==> src/rtl/dtac_pkg.sv <==
package dtac_pkg;
  typedef enum logic [1:0] {
    ADP_NORMAL = 2'd0,
    ADP_SLOW   = 2'd1,
    ADP_HALT   = 2'd2
  } adp_mode_e;
endpackage

==> src/rtl/dtac_level.sv <==
// Peak-hold magnitude follower: instant attack, geometric release.
module dtac_level #(
  parameter int DATA_W   = 16,
  parameter int DECAY_SH = 5
) (
  input  logic              clk,
  input  logic              rst,
  input  logic              smp_valid,
  input  logic [DATA_W-1:0] smp,
  output logic [DATA_W-1:0] lvl
);
  logic [DATA_W-1:0] mag;
  logic [DATA_W-1:0] decayed;
  logic [DATA_W-1:0] nxt;

  always_comb begin
    mag     = smp[DATA_W-1] ? (~smp + DATA_W'(1)) : smp;
    decayed = lvl - (lvl >> DECAY_SH);
    nxt     = (mag > decayed) ? mag : decayed;
  end

  always_ff @(posedge clk) begin
    if (rst)            lvl <= '0;
    else if (smp_valid) lvl <= nxt;
  end
endmodule

==> src/rtl/dtac_cmp.sv <==
// Holds the Q15 threshold and classifies the level pair.
module dtac_cmp #(
  parameter int              LVL_W   = 16,
  parameter int              THR_W   = 16,
  parameter logic [THR_W-1:0] THR_RST = 16'h4800
) (
  input  logic             clk,
  input  logic             rst,
  input  logic             in_valid,
  input  logic [LVL_W-1:0] rin_lvl,
  input  logic [LVL_W-1:0] sin_lvl,
  input  logic             thr_wr,
  input  logic [THR_W-1:0] thr_wdata,
  output logic             out_valid,
  output logic             out_dt,
  output logic             out_unc
);
  localparam int FRAC   = THR_W - 1;
  localparam int PROD_W = LVL_W + THR_W;
  localparam int SCL_W  = PROD_W - FRAC;

  logic [THR_W-1:0]  thr_q;
  logic [PROD_W-1:0] prod;
  logic [SCL_W-1:0]  scaled;
  logic [SCL_W-1:0]  sin_ext;
  logic              dt_c;
  logic              unc_c;

  always_comb begin
    prod    = {{THR_W{1'b0}}, rin_lvl} * {{LVL_W{1'b0}}, thr_q};
    scaled  = prod[PROD_W-1:FRAC];
    sin_ext = SCL_W'(sin_lvl);
    dt_c    = sin_ext > scaled;
    unc_c   = !dt_c && (sin_ext > (scaled >> 1));
  end

  always_ff @(posedge clk) begin
    if (rst) begin
      thr_q     <= THR_RST;
      out_valid <= 1'b0;
      out_dt    <= 1'b0;
      out_unc   <= 1'b0;
    end else begin
      if (thr_wr) thr_q <= thr_wdata;
      out_valid <= in_valid;
      if (in_valid) begin
        out_dt  <= dt_c;
        out_unc <= unc_c;
      end
    end
  end
endmodule

==> src/rtl/dtac_decide.sv <==
// Three-way speed decision with post double-talk hangover.
module dtac_decide
  import dtac_pkg::*;
#(
  parameter int SLOW_W   = 3,
  parameter int HANG_LEN = 256,
  parameter int HANG_W   = $clog2(HANG_LEN + 1)
) (
  input  logic              clk,
  input  logic              rst,
  input  logic              in_valid,
  input  logic              in_dt,
  input  logic              in_unc,
  input  logic [SLOW_W-1:0] slow_sel,
  output adp_mode_e         mode_o,
  output logic              halt_o,
  output logic [SLOW_W-1:0] step_o,
  output logic [HANG_W-1:0] hang_o
);
  adp_mode_e         mode_n;
  logic [HANG_W-1:0] hang_n;

  always_comb begin
    hang_n = hang_o;
    mode_n = ADP_NORMAL;
    if (in_dt) begin
      hang_n = HANG_W'(HANG_LEN);
      mode_n = ADP_HALT;
    end else if (hang_o != '0) begin
      hang_n = hang_o - HANG_W'(1);
      mode_n = ADP_HALT;
    end else if (in_unc) begin
      mode_n = (slow_sel == '0) ? ADP_HALT : ADP_SLOW;
    end
  end

  always_ff @(posedge clk) begin
    if (rst) begin
      mode_o <= ADP_NORMAL;
      halt_o <= 1'b0;
      step_o <= '0;
      hang_o <= '0;
    end else if (in_valid) begin
      mode_o <= mode_n;
      halt_o <= (mode_n == ADP_HALT);
      step_o <= (mode_n == ADP_SLOW) ? slow_sel : '0;
      hang_o <= hang_n;
    end
  end
endmodule

==> src/rtl/dtalk_adapt_ctrl.sv <==
module dtalk_adapt_ctrl
  import dtac_pkg::*;
#(
  parameter int               DATA_W   = 16,
  parameter int               THR_W    = 16,
  parameter int               SLOW_W   = 3,
  parameter int               DECAY_SH = 5,
  parameter int               HANG_LEN = 256,
  parameter logic [THR_W-1:0] THR_RST  = 16'h4800
) (
  input  logic              clk,
  input  logic              rst,
  input  logic              smp_valid,
  input  logic [DATA_W-1:0] rin_smp,
  input  logic [DATA_W-1:0] sin_smp,
  input  logic              thr_wr,
  input  logic [THR_W-1:0]  thr_wdata,
  input  logic [SLOW_W-1:0] slow_sel,
  output logic [1:0]        adapt_mode,
  output logic              adapt_halt,
  output logic [SLOW_W-1:0] step_shift
);
  localparam int NPATH  = 2;
  localparam int HANG_W = $clog2(HANG_LEN + 1);

  logic [NPATH-1:0][DATA_W-1:0] smp_arr;
  logic [NPATH-1:0][DATA_W-1:0] lvl_arr;
  logic                         lvl_vld;
  logic                         cmp_valid;
  logic                         cmp_dt;
  logic                         cmp_unc;
  adp_mode_e                    mode_q;
  logic [HANG_W-1:0]            hang_cnt;

  assign smp_arr[0] = rin_smp;
  assign smp_arr[1] = sin_smp;

  for (genvar gi = 0; gi < NPATH; gi++) begin : g_trk
    dtac_level #(.DATA_W(DATA_W), .DECAY_SH(DECAY_SH)) u_lvl (
      .clk(clk), .rst(rst), .smp_valid(smp_valid),
      .smp(smp_arr[gi]), .lvl(lvl_arr[gi])
    );
  end

  always_ff @(posedge clk) begin
    if (rst) lvl_vld <= 1'b0;
    else     lvl_vld <= smp_valid;
  end

  dtac_cmp #(.LVL_W(DATA_W), .THR_W(THR_W), .THR_RST(THR_RST)) u_cmp (
    .clk(clk), .rst(rst), .in_valid(lvl_vld),
    .rin_lvl(lvl_arr[0]), .sin_lvl(lvl_arr[1]),
    .thr_wr(thr_wr), .thr_wdata(thr_wdata),
    .out_valid(cmp_valid), .out_dt(cmp_dt), .out_unc(cmp_unc)
  );

  dtac_decide #(.SLOW_W(SLOW_W), .HANG_LEN(HANG_LEN), .HANG_W(HANG_W)) u_dec (
    .clk(clk), .rst(rst), .in_valid(cmp_valid), .in_dt(cmp_dt),
    .in_unc(cmp_unc), .slow_sel(slow_sel), .mode_o(mode_q),
    .halt_o(adapt_halt), .step_o(step_shift), .hang_o(hang_cnt)
  );

  assign adapt_mode = mode_q;
endmodule

==> config.mk <==
export PLATFORM = sky130hd
export DESIGN_NAME = dtalk_adapt_ctrl
export DESIGN_NICKNAME = d
export VERILOG_FILES = /design/src/rtl/dtac_pkg.sv /design/src/rtl/dtac_level.sv /design/src/rtl/dtac_cmp.sv /design/src/rtl/dtac_decide.sv /design/src/rtl/dtalk_adapt_ctrl.sv
export SDC_FILE = /design/constraint.sdc
export NUM_CORES = 1
export LEC_CHECK = 0
export BUFFER_PORTS_ARGS = -buffer_cell sky130_fd_sc_hd__buf_2
export CAP_MARGIN = 20
export CORE_MARGIN = 5
export CORE_UTILIZATION = 55
export CTS_BUF_LIST = sky130_fd_sc_hd__clkbuf_8
export CTS_CLUSTER_DIAMETER = 30
export CTS_CLUSTER_SIZE = 25
export DETAILED_ROUTE_END_ITERATION = 8
export GPL_ROUTABILITY_DRIVEN = 0
export GPL_TIMING_DRIVEN = 0
export PLACE_DENSITY = 0.81
export SLEW_MARGIN = 10
export SYNTH_ARGS = -nofsm -noshare
export SYNTH_HDL_FRONTEND = slang
export SYNTH_HIERARCHICAL = 1
export SYNTH_SLANG_ARGS = --single-unit
==> constraint.sdc <==
create_clock -name clk -period 10.3 [get_ports clk]
set_input_delay 3.09 -clock clk [delete_from_list [all_inputs] [get_ports clk]]
set_output_delay 3.09 -clock clk [all_outputs]
set_load 0.05 [all_outputs]
# --- Yosys cells after proc, flatten, opt, wreduce, memory -nomap -nowiden ---
# Cells that the tools add are included.
classes:
  n_lt_le_gt_ge: 4
  mux: 11
  n_eq_ne: 2
  addsub: 5
  bitwise: 2
  mul: 1
  n_reduce_logical: 6
ops:
  columns: ["op", "count"]
  rows:
  - ["two-way mux 16 bit", 4]
  - ["> comparator 16 bit", 3]
  - ["adder 16 x 1 -> 16 bit, second input constant", 2]
  - ["multiplier 16 x 16 -> 32 bit", 1]
  - ["NOT 16 bit", 2]
  - ["subtractor 16 x 11 -> 16 bit", 2]
  - ["two-way mux 9 bit", 2]
  - ["> comparator 16 x 17 -> 1 bit", 1]
  - ["nonzero test 9 bit", 1]
  - ["subtractor 9 x 1 -> 9 bit, second input constant", 1]
  - ["two-way mux 2 bit", 4]
  - ["zero test 3 bit", 1]
  - ["two-way mux 3 bit", 1]
  - ["== test 2 x 1 -> 1 bit, second input constant", 1]
  - ["== test 2 bit, second input constant", 1]
  - ["AND reduction 2 bit", 1]
  - ["nonzero test 2 bit", 1]
  - ["logical AND 1 bit", 1]
  - ["zero test 1 bit", 1]
totals:
  word_cells: 42
  register_bits: 67
  out_inout_bits: 6
  inputBits: 55

# --- Depth between registers and ports, before layout ---
logic_depth:
  ltp_word: 7
  depth_mapped: 36
  depth_no_buf: 36

# --- Modules after synthesis ---
# The synthesis kept the hierarchy.
by_module_without_submodules:
  columns: ["mod", "cells_each", "area_per_inst_um2", "n_inst", "seq_area_each_um2"]
  rows:
  - ["dtac_cmp", 1095, 9665.5, 1, 380.4]
  - ["dtac_level", 266, 2080.7, 2, 320.3]
  - ["dtac_decide", 79, 681.9, 1, 300.3]
  - ["dtalk_adapt_ctrl", 2, 33.8, 1, 20.0]

# --- Worst setup path before layout ---
# OpenSTA, ideal clock, no wires.
synth_timing:
  kind: "register to register"
  from: "reg u_cmp.thr_q[9]"
  to: "reg u_cmp.out_unc"
  path_stages_with_launch: 32
  setup_time_ps: 120
  t_arrival_ps: 7223
  path_buffers: 2
  required_time_ps: 10180
  synth_period_minus_slack_ps: 7343
  slack_ps: 2957
  cell_sequence: "dfxtp_1 -> clkbuf_1 -> clkbuf_1 -> nand2_1 -> fa_1 -> inv_1 -> fa_1 -> inv_1 -> fa_1 -> inv_1 -> fa_1 -> fa_1 -> inv_1 -> fa_1 -> inv_1 -> ha_1 -> a21oi_1 -> a21oi_1 -> a211oi_1 -> a21boi_0 -> o21a_1 -> o21a_1 -> o21a_1 -> o21a_1 -> or2_2 -> ha_1 -> nor2_1 -> a211oi_1 -> a211oi_1 -> o221ai_2 -> a22oi_2 -> o31a_1"
synth_via:
  elab_chain_len: 4
  elab_cells_between_ends: 5
  classes_between: "1 x mul; 2 x order compare; 2 x reduce/logical"
synth_rtl:
  columns: ["item", "line", "source"]
  rows:
  - ["start: declaration", "dtac_cmp.sv:22", "logic [THR_W-1:0] thr_q;"]
  - ["start signal: assignment", "dtac_cmp.sv:44", "if (thr_wr) thr_q <= thr_wdata;"]
  - ["multiplier 16 x 16 -> 32 bit *", "dtac_cmp.sv:30", "prod = {{THR_W{1'b0}}, rin_lvl} * {{LVL_W{1'b0}}, thr_q};"]
  - ["> comparator 16 x 17 -> 1 bit", "dtac_cmp.sv:33", "dt_c = sin_ext > scaled;"]
  - ["zero test 1 bit", "dtac_cmp.sv:34", "unc_c = !dt_c && (sin_ext > (scaled >> 1));"]
  - ["logical AND 1 bit *", "dtac_cmp.sv:34", null]
  - ["end signal: assignment", "dtac_cmp.sv:48", "out_unc <= unc_c;"]
  - ["end: declaration", "dtac_cmp.sv:16", "output logic out_unc"]
# Every way passes the cells marked *; elsewhere a longest branch is shown, timed or not.
# A chain may end at the register's enable or synchronous reset.

# --- Final worst setup path ---
layout_timing:
  from: "reg g_trk[0].u_lvl.lvl[9]"
  to: "reg u_cmp.out_unc"
layout_via:
  elab_chain_len: 4
  elab_cells_between_ends: 5
  classes_between: "1 x mul; 2 x order compare; 2 x reduce/logical"
layout_rtl:
  columns: ["item", "line", "source"]
  rows:
  - ["start: declaration", "dtac_level.sv:10", "output logic [DATA_W-1:0] lvl"]
  - ["start signal: assignment", "dtac_level.sv:24", "else if (smp_valid) lvl <= nxt;"]
  - ["multiplier 16 x 16 -> 32 bit *", "dtac_cmp.sv:30", null]
  - ["> comparator 16 x 17 -> 1 bit", "dtac_cmp.sv:33", null]
  - ["zero test 1 bit", "dtac_cmp.sv:34", null]
  - ["logical AND 1 bit *", "dtac_cmp.sv:34", null]
# Marks and branches as above.

==> flow_metrics.env <==
export IMPL_arrival_ns=9.21
export IMPL_final_max_slew_viol_count=0
export IMPL_via_count=12542
export IMPL_worstPathRequired_ns=10.63
export IMPL_min_period_ns=8.88
export IMPL_muxShareOfSynthArea_pct=1.31
export IMPL_postCtsHoldBufs=0
export IMPL_rsz0062_at_grt="no"
export IMPL_grt_max_degree=16
export IMPL_end_kind="register"
export IMPL_async_flop_share_pct=0
export IMPL_dp_cells=2102
export IMPL_core_sq_um=26100
export IMPL_overflow=0
export IMPL_dr_pass1_iters=6
export IMPL_io_pins=61
export IMPL_synth_top_family_by_area="adder cells"
export IMPL_max_freq_mhz=113
export IMPL_cts_tree="built"
export IMPL_ys_types=83
export IMPL_maxSlewHeadroom_pct=43.2
export IMPL_tns_ns=0
export IMPL_nets=2210
export IMPL_max_cap_viol_count=0
export IMPL_crit_start="g_trk[0].u_lvl/lvl[9]"
export IMPL_cp_max_fo=10
export IMPL_grt_pass1_vias=13092
export IMPL_totalWireLength_um=37900
export IMPL_row_count=59
export IMPL_htreeDepth=3
export IMPL_drc=0
export IMPL_setup_viol=0
export IMPL_dieArea_sq_um=29800
export IMPL_setup_ws_ns=1.42
export IMPL_fin_util_pct=59.3
export IMPL_synth_most_common_cell="inv_1"
export IMPL_ctsResizeCount=0
export IMPL_portBuffers=59
export IMPL_clockBufferDepth=2
export IMPL_dr_first_iter_drc_count=1122
export IMPL_diodes=0
export IMPL_period_share_pct=86.2
export IMPL_critPathLaunchType="register"
export IMPL_syn_inst=1708
export IMPL_grt_pass1_wl_um=63400
export IMPL_r2r_end="u_cmp/out_unc"
export IMPL_synth_area_leaders="fa_1 (27%), ha_1 (16%), dfxtp_1 (9.2%)"
export IMPL_die_x_um=173
export IMPL_syn_num_nets=2140
export IMPL_skew_ns=0.0246
export IMPL_r2r_start="g_trk[0].u_lvl/lvl[9]"
export IMPL_clk_pin_slew_ns=0.10
export IMPL_holdCritPathClass="reg -> reg"
export IMPL_cts_sinks=67
export IMPL_synth_area_per_cell_sq_um=8.51
export IMPL_crit_slowest_cell="dfxtp_1"
export IMPL_finalPower_mw=3.81
export IMPL_post_cts_buffers=0
export IMPL_areaGrowthSynthToFinish_pct=6.21
export IMPL_root_buffer="clkbuf_8"
export IMPL_setup_worst_path_end="u_cmp/out_unc"
export IMPL_cts_buffers=9
export IMPL_yosys_top_cells_count="inv_1 (287), nand2_1 (197), fa_1 (195)"
export IMPL_die_h_um=173
export IMPL_ys_warn_count=6
export IMPL_synth_edf_count=0
export IMPL_path_common_cell="fa_1"
export IMPL_yosysSeqAreaShare_pct=9.22
export IMPL_dp_slack_ns=1.55
export IMPL_layout_cells_non_filler=2118
export IMPL_p_per_area_nw_per_um2=247
export IMPL_insertion_delay_ns=0.38
export IMPL_synth_compound_area_share_pct=12.6
export IMPL_leakage_nw=7.34
export IMPL_worstRegToRegCells=28
export IMPL_drive_gt1_share_pct=7.46
export IMPL_synth_xor_area_share_pct=4.35
export IMPL_routedWlPerCell_um=17.9
export IMPL_drtAntennaViolNets=0
export IMPL_worstSetupPathType="reg -> reg"
export IMPL_status="finished, final reports clean"
export IMPL_viasPerCell=5.92
export IMPL_reg2reg_slack_ns=1.42
export IMPL_ys_flop_type="dfxtp_1"
export IMPL_ys_ff_latch=67
export IMPL_start_util_pct=55.8
export IMPL_cpPeakStageDelay_ns=0.66
export IMPL_synth_top_area_share_pct=26.8
export IMPL_dp_hpwl_um=31700
export IMPL_ir_worst_vdd_uv=198
export IMPL_place_area_sq_um=15300
export IMPL_antenna_found_initial=4
export IMPL_hold_worst_slack_ns=0.464
export IMPL_hold_viol=0
export IMPL_synth_area_sq_um=14500
export IMPL_postLayoutCellArea_sq_um=15400
export IMPL_grt_total_usage_pct=25.6
export IMPL_synthAdderAreaFrac_pct=42.7
export IMPL_yosys_area_share_simple_pct=20.5
export IMPL_worst_pin_slew_ns=0.853
export IMPL_yosysTopAreaCell="fa_1"
==> flip-flops by register name, summed over array words and instances (netlist names) <==
register,count
g_trk.u_lvl/lvl,32
lvl_vld,1
u_cmp/out_dt,1
u_cmp/out_unc,1
u_cmp/out_valid,1
u_cmp/thr_q,16
u_dec/halt_o,1
u_dec/hang_o,9
u_dec/mode_o,2
u_dec/step_o,3
==> cells by family (layout without fill, tap and decap cells) <==
logic type,Yosys count,in the layout
AND/OR/NAND/NOR,564,564
adder cells (fa/ha/maj),380,380
buffers and inverters,352,427
AO/OA/AOI/OAI,257,257
XOR/XNOR,69,69
flip-flops,67,67
multiplexers,19,19
==> report_power, final <==
part	internal (mW)	leakage [nW]	switching (mW)
sequential	0.309	0.550	0.107
clock	0.0937	0.0947	0.131
combinational	1.29	6.70	1.88
==> per-layer routing <==
| layer | vias to the layer above | routed length [um] | GRT usage [%] |
|---|---|---|---|
| li1 | 5804 | - | - |
| met1 | 6037 | 14400 | 31.1 |
| met2 | 557 | 18400 | 44.3 |
| met3 | 136 | 3180 | 4.98 |
| met4 | 8 | 1910 | 11.3 |
| met5 | - | 44 | 0 |
==> layout make-up <==
class	instances	area (sq um)
Buffer	65	267
Timing Repair Buffer	59	295
Multi-Input combinational cell	1289	11900
Fill cell	2231	10600
Clock buffer	9	124
Sequential cell	67	1340
Clock inverter	7	65.1
Inverter	287	1080
Tap cell	335	419
==> placed cells by master, fill, tap and decap left out, drive strengths merged, types with 5 or more instances in the layout <==
cell       n
inv      292
nand2    197
fa       195
ha       182
and2     120
dfxtp     67
clkbuf    67
buf       66
a21oi     64
xnor2     56
nor2      53
o21ai     46
nor3      30
nand3     27
or3       24
a31oi     22
nand4     20
nand2b    19
mux2i     19
o311ai    16
nor2b     15
o31ai     15
a21o      14
o21a      13
xor2      11
nand3b    10
a211oi    10
o41ai     10
nor4       7
o2111ai    6
and3       6
or2        6
and4       6
or3b       6
a2111oi    5
or4b       5
==> worst min path at each step <==
| stage | start | end | slack (ns) | cells past startpoint |
|---|---|---|---|---|
| final | u_dec/mode_o[0] | u_dec/mode_o[0] | 0.46 | 2 |
| after global routing | u_dec/mode_o[1] | u_dec/mode_o[1] | 0.51 | 2 |
| after floorplan | u_dec/hang_o[1] | u_dec/hang_o[1] | 0.45 | 2 |
| after detailed placement | u_dec/mode_o[0] | u_dec/mode_o[0] | 0.45 | 2 |
| after global placement | u_dec/mode_o[0] | u_dec/mode_o[0] | 0.44 | 2 |
| after CTS | u_dec/mode_o[0] | u_dec/mode_o[0] | 0.47 | 2 |
==> critical path, delay by kind of cell, from the launching register on <==
| kind | cells | cell delay, ns |
|---|---|---|
| DFF | 1 | 0.66 |
| AOI/OAI and AO/OA | 12 | 2.99 |
| and+or+nand+nor | 4 | 0.69 |
| buffers and inverters | 4 | 0.78 |
| adders and majority gates | 8 | 3.70 |
Power figures use the tool's default switching activity.
